**config.mk**
```make
export PLATFORM = sky130hd
export DESIGN_NAME = bt_test_skip
export DESIGN_NICKNAME = d
export VERILOG_FILES = /design/src/rtl/bt_pkg.sv /design/src/rtl/bt_mask_gen.sv /design/src/rtl/bt_modify.sv /design/src/rtl/bt_skip_eval.sv /design/src/rtl/bt_test_skip.sv
export SDC_FILE = /design/constraint.sdc
export NUM_CORES = 1
export LEC_CHECK = 0
export BUFFER_PORTS_ARGS = -buffer_cell sky130_fd_sc_hd__buf_2
export CAP_MARGIN = 10
export CORE_AREA = 5 5 91 93
export DETAILED_ROUTE_END_ITERATION = 6
export DIE_AREA = 0 0 96 98
export GPL_ROUTABILITY_DRIVEN = 0
export HOLD_SLACK_MARGIN = 0.12
export PLACE_DENSITY = 0.81
export SLEW_MARGIN = 20
export SYNTH_ARGS = -nofsm -noshare
export SYNTH_HDL_FRONTEND = slang
export SYNTH_SLANG_ARGS = --single-unit
```
**constraint.sdc**
```tcl
create_clock -name clk -period 2.2 [get_ports clk]
set_input_delay 0.66 -clock clk [delete_from_list [all_inputs] [get_ports clk]]
set_output_delay 0.66 -clock clk [all_outputs]
set_load 0.1 [all_outputs]
```
**src/rtl/bt_pkg.sv**
```systemverilog
// Package: shared encodings for the masked bit test-and-skip unit.
// Assumes the operation code is packed as {source, modification, condition}.
package bt_pkg;

    // Mask source selector, op bits [5:4]
    typedef enum logic [1:0] {
        MSRC_ADDR_HI  = 2'd0,
        MSRC_ADDR_LO  = 2'd1,
        MSRC_MEM      = 2'd2,
        MSRC_MEM_SWAP = 2'd3
    } msrc_e;

    // Bit modification selector, op bits [3:2]
    typedef enum logic [1:0] {
        MOD_KEEP  = 2'd0,
        MOD_CLEAR = 2'd1,
        MOD_SET   = 2'd2,
        MOD_FLIP  = 2'd3
    } mod_e;

    // Skip condition selector, op bits [1:0]
    typedef enum logic [1:0] {
        SKC_NEVER  = 2'd0,
        SKC_ALWAYS = 2'd1,
        SKC_ANY    = 2'd2,
        SKC_NONE   = 2'd3
    } skip_e;

    // Decoded operation; field order is the bit order of the opcode
    typedef struct packed {
        msrc_e src;
        mod_e  md;
        skip_e cond;
    } op_t;

    localparam int OP_W = $bits(op_t);

endpackage

```
**src/rtl/bt_mask_gen.sv**
```systemverilog
// Module: bt_mask_gen
// Builds the test mask from the effective address or the memory word.
// Assumes WORD_W is twice HALF_W. Purely combinational.
module bt_mask_gen #(
    parameter int HALF_W = 18,
    localparam int WORD_W = 2 * HALF_W
) (
    input  bt_pkg::msrc_e       src,
    input  logic [HALF_W-1:0]   ea,
    input  logic [WORD_W-1:0]   mem,
    output logic [WORD_W-1:0]   mask
);
    import bt_pkg::*;

    logic [HALF_W-1:0] zero_half;
    logic [WORD_W-1:0] mem_swapped;

    assign zero_half = '0;

    // Exchange the two halves of the memory word
    assign mem_swapped = {mem[HALF_W-1:0], mem[WORD_W-1:HALF_W]};

    // Select the mask according to the source code
    always_comb begin
        unique case (src)
            MSRC_ADDR_HI:  mask = {ea, zero_half};
            MSRC_ADDR_LO:  mask = {zero_half, ea};
            MSRC_MEM:      mask = mem;
            MSRC_MEM_SWAP: mask = mem_swapped;
            default:       mask = '0;
        endcase
    end

endmodule

```
**src/rtl/bt_modify.sv**
```systemverilog
// Module: bt_modify
// Applies clear, set or invert to the masked accumulator bits.
// The per-bit update is laid out by a generate loop. Purely combinational.
module bt_modify #(
    parameter int WORD_W = 36
) (
    input  bt_pkg::mod_e        md,
    input  logic [WORD_W-1:0]   acc,
    input  logic [WORD_W-1:0]   mask,
    output logic [WORD_W-1:0]   result,
    output logic                writes
);
    import bt_pkg::*;

    // Any operation other than keep produces a write-back
    assign writes = (md != MOD_KEEP);

    for (genvar b = 0; b < WORD_W; b++) begin : g_bit
        // Update one accumulator bit under its mask bit
        always_comb begin
            if (!mask[b]) begin
                result[b] = acc[b];
            end else begin
                unique case (md)
                    MOD_KEEP:  result[b] = acc[b];
                    MOD_CLEAR: result[b] = 1'b0;
                    MOD_SET:   result[b] = 1'b1;
                    MOD_FLIP:  result[b] = ~acc[b];
                    default:   result[b] = acc[b];
                endcase
            end
        end
    end

endmodule

```
**src/rtl/bt_skip_eval.sv**
```systemverilog
// Module: bt_skip_eval
// Decides the skip from the unmodified accumulator and the mask.
// Assumes acc is the value before any bit modification. Combinational.
module bt_skip_eval #(
    parameter int WORD_W = 36
) (
    input  bt_pkg::skip_e       cond,
    input  logic [WORD_W-1:0]   acc,
    input  logic [WORD_W-1:0]   mask,
    output logic                skip
);
    import bt_pkg::*;

    logic [WORD_W-1:0] tested;
    logic              any_set;

    // Isolate the bits under test and reduce them
    assign tested  = acc & mask;
    assign any_set = |tested;

    // Map the condition code onto the reduced test
    always_comb begin
        unique case (cond)
            SKC_NEVER:  skip = 1'b0;
            SKC_ALWAYS: skip = 1'b1;
            SKC_ANY:    skip = any_set;
            SKC_NONE:   skip = ~any_set;
            default:    skip = 1'b0;
        endcase
    end

endmodule

```
**src/rtl/bt_test_skip.sv**
```systemverilog
// Module: bt_test_skip (top)
// Masked bit test-and-skip: one request per cycle, registered result one
// cycle later. Assumes inputs are stable in the request cycle.
module bt_test_skip #(
    parameter int HALF_W = 18,
    localparam int WORD_W = 2 * HALF_W,
    localparam int OP_W   = bt_pkg::OP_W
) (
    input  logic              clk,
    input  logic              rst_n,
    input  logic              req_valid,
    input  logic [WORD_W-1:0] acc_in,
    input  logic [HALF_W-1:0] ea_in,
    input  logic [WORD_W-1:0] mem_in,
    input  logic [OP_W-1:0]   op_in,
    output logic              out_valid,
    output logic [WORD_W-1:0] acc_out,
    output logic              acc_we,
    output logic              skip_out
);
    import bt_pkg::*;

    op_t               op;
    logic [WORD_W-1:0] mask;
    logic [WORD_W-1:0] acc_next;
    logic              we_next;
    logic              skip_next;

    assign op = op_t'(op_in);

    bt_mask_gen #(.HALF_W(HALF_W)) u_mask (
        .src  (op.src),
        .ea   (ea_in),
        .mem  (mem_in),
        .mask (mask)
    );

    bt_modify #(.WORD_W(WORD_W)) u_mod (
        .md     (op.md),
        .acc    (acc_in),
        .mask   (mask),
        .result (acc_next),
        .writes (we_next)
    );

    bt_skip_eval #(.WORD_W(WORD_W)) u_skip (
        .cond (op.cond),
        .acc  (acc_in),
        .mask (mask),
        .skip (skip_next)
    );

    // Register the result of a request; strobes drop when idle
    always_ff @(posedge clk) begin
        if (!rst_n) begin
            out_valid <= 1'b0;
            acc_out   <= '0;
            acc_we    <= 1'b0;
            skip_out  <= 1'b0;
        end else if (req_valid) begin
            out_valid <= 1'b1;
            acc_out   <= acc_next;
            acc_we    <= we_next;
            skip_out  <= skip_next;
        end else begin
            out_valid <= 1'b0;
            acc_we    <= 1'b0;
            skip_out  <= 1'b0;
        end
    end

    AST_VALID_FOLLOWS_REQ: assert property (@(posedge clk) disable iff (!rst_n) req_valid |=> out_valid);
    AST_NO_VALID_IDLE: assert property (@(posedge clk) disable iff (!rst_n) !req_valid |=> !out_valid);
    AST_MASK_HI_LOW_ZERO: assert property (@(posedge clk) disable iff (!rst_n) (req_valid && op.src == MSRC_ADDR_HI) |-> (mask[HALF_W-1:0] == '0));
    AST_MASK_LO_HIGH_ZERO: assert property (@(posedge clk) disable iff (!rst_n) (req_valid && op.src == MSRC_ADDR_LO) |-> (mask[WORD_W-1:HALF_W] == '0));
    AST_KEEP_PASSES_ACC: assert property (@(posedge clk) disable iff (!rst_n) (req_valid && op.md == MOD_KEEP) |=> (acc_out == $past(acc_in)));
    AST_WE_ONLY_WITH_VALID: assert property (@(posedge clk) disable iff (!rst_n) acc_we |-> out_valid);
    AST_NEVER_NO_SKIP: assert property (@(posedge clk) disable iff (!rst_n) (req_valid && op.cond == SKC_NEVER) |=> !skip_out);
    AST_IDLE_HOLDS_ACC: assert property (@(posedge clk) disable iff (!rst_n) !req_valid |=> ($stable(acc_out) && !acc_we && !skip_out));

endmodule

```
==> flow_summary.ini <==
[clock_tree]
htree_levels = 2
clk_path_buf_depth = 2
cts.sinks = 39
cts-buffers-inserted = 5
cts.clk_slew.worst_paths_ns = 0.08
cts_tree = yes
cts_root_buffer = clkbuf_8
cts_hold_buf = 0
clkLatencyLatePin_ns = 0.29

[power]
cellPowerDensity_mw_per_mm2 = 553.3
vdd_drop_max_v = 0.0004559
power_leakage_nw = 2.265

[sta]
finalCritPeriodShare_pct = 103.9
setup_viol = 1
fin_crit_ns = 2.285
tightestPinTransition_ns = 0.5382
slew_headroom_pct = 63.90
rsz0062_at_grt = yes
setup_ws_ns = -0.08479
fmax_ghz = 0.4377
hold_viol = 0
drv_slew = 0
hold_ws_ns = 0.5209
finClkSkew_ns = 0

[worst_setup_path]
slowest_stage = mux2_4
worstPathArrival_ns = 2.46
worstSetupPathType = in2reg
cp_slowest_stage_delay_ns = 0.29
critPathCaptureType = flop
crit_fanout = 7
required_ns = 2.38
cpMostUsedCell = buf_12
cp_cell_sequence = buf_12 -> buf_12 -> buf_12 -> mux2_4 -> a22o_1 -> a22oi_2 -> nand4_1 -> nor3_2 -> mux2i_1 -> o311ai_1
cp-start-kind = primary input
reg2regPathDepth = 2

[yosys]
synthTopCellsByArea = dfxtp_1 26%, mux2i_1 21%, a21oi_1 12%
ys_seq_area_share_pct = 25.55
synth_warnings = 0
avgSynthCellArea_sq_um = 8.258
yosysUniqueCellTypes = 33
synth_top_area_cell = dfxtp_1
syn-cell-area_sq_mm = 0.003055
synth_top_area_share_pct = 25.55
ys_ff_latch = 39
synth_cells = 370
synth_nets = 469

[global_route]
met3_usage_pct = 6.086
grt_pass1_vias = 3706
met2_usage_pct = 39.99
grt-busiest-layer = met2
grt_pass1_wl_um = 17980
overflow = 0
grt_max_degree = 37
grt_usage_pct = 24.01
grt_antenna_before_repair = 0
grt_util_met1_pct = 29.42

[min_path]
min_path_type = reg2reg
worstHoldPathCells = 2

[floorplanning]
ios = 138
start_util_pct = 41.03
core_sq_mm = 0.007447
die_x_um = 96
fp-row-count = 32
fp.dieH_um = 98
dieArea_sq_mm = 0.009408

[detailed_routing]
route.detailed.drc = 0
vias = 3730
first_pass_iters = 6
wire_per_inst_um = 17.64
ant_nets = 0
viasPerCell = 5.617
drtIter0Drc = 230
finalWirelength_um = 11720

[finish]
drive_above_1_share_pct = 44.48
mostFrequentLayoutCell = buf_2
antennaDiodeCount = 0
instances_no_fill = 664
multiInputGateArea_sq_mm = 0.002125
area_delta_synth_final_pct = 48.40
fillers = 648
regArea_sq_um = 780.7
layout.nets = 660
final_cell_mix = 136 x buf_2, 74 x a21oi_1, 71 x buf_4

[flow_run]
drv_cap = 0

[place]
post-dp-hpwl_um = 8983
dp.cells = 644
portBuffers = 137

[outcome]
violations = negative setup slack
status = complete, but fails checks
kinds of logic after synthesis:
kind of cell / synth area share, %
compound gates: 29.44
mux: 25.96
simple gates: 12.08
buf+inv: 6.961
flops: 25.55
synthesized netlist by cell type:
master and count:
mux2i_1 65, nor4_1 2, a2111oi_0 1, a31oi_1 24, dfxtp_1 39, buf_1 6
a21oi_1 75, a21o_1 4, nand3_1 5, clkbuf_2 1, nor2_2 1, clkbuf_1 13
buf_2 7, mux2_1 1, o311ai_1 1, a22oi_1 9, a22o_1 12, a211oi_1 12
a2111oi_2 1, mux2_4 2, nand2_1 6, buf_6 4, nor2b_1 37, and3_1 1
a41oi_1 4, nor3_2 1, mux2_2 9, nand2b_1 4, nand4_1 3, inv_1 15
a21oi_2 1, nor2_1 3, o21ai_0 1
worst max-delay path, delay by kind of cell:
family / cells / cell delay, ns
multiplexers: 2 / 0.50
AND/OR/NAND/NOR: 2 / 0.40
AO/OA/AOI/OAI: 3 / 0.54
buffers and inverters: 3 / 0.37
flip-flops by register name (all words and copies together) (netlist names):
register,cells
skip_out,1
out_valid,1
acc_out,36
acc_we,1
power by group:
group / switching [mW] / leakage, nW / total, mW / internal, mW
clock network: 0.287 / 0.0408 / 0.514 / 0.227
logic: 0.782 / 1.90 / 1.21 / 0.424
registers: 0.0292 / 0.323 / 0.789 / 0.759
metrics by stage:
stage | TNS, ns | total power, mW | setup slack, ns | util [%] | cell area (sq um)
floorplan | -0.08084 | 1.574 | -0.08084 | - | 3055
global placement | -1.164 | 1.911 | -0.3697 | 56.84 | 4233
detailed placement | -1.809 | 1.936 | -0.4141 | 56.84 | 4233
CTS | 0 | 2.483 | 0.02029 | 59.95 | 4464
global route | -0.1695 | 2.627 | -0.1503 | 60.89 | 4534
finish | -0.08479 | 2.509 | -0.08479 | 60.89 | 4534
worst paths after layout:
path	startpoint	endpoint	slack, ns
worst max-delay path	op_in[4]	skip_out	-0.08
worst min-delay path	acc_out[20]	acc_out[20]	0.52
worst max register to register	acc_out[0]	acc_out[0]	1.52
worst min register to register	acc_out[20]	acc_out[20]	0.52
final cells by class:
class,instances,share of cell area [%]
clock inverter,3,0.5243
sequential,39,17.22
clock buffer,5,1.518
timing repair buffer,215,29.83
inverter,15,1.242
multi-input combinational,285,46.85
tap,102,2.815
routing by layer:
layer  part of all wire (%)  up-vias  wire [um]
met5                      0        -          0
met4                    3.5        0        411
met3                    8.8       40       1027
met2                     48      194       5586
met1                     40     1723       4690
li1                       -     1773          -
timing repair:
item | CTS | global route
pin swaps | 8 | 3
gates resized for setup | 16 | 5
endpoints found under the setup margin | 1 | 2
setup buffers | 8 | 3
gates cloned | 0 | 1
Power figures use the tool's default switching activity.
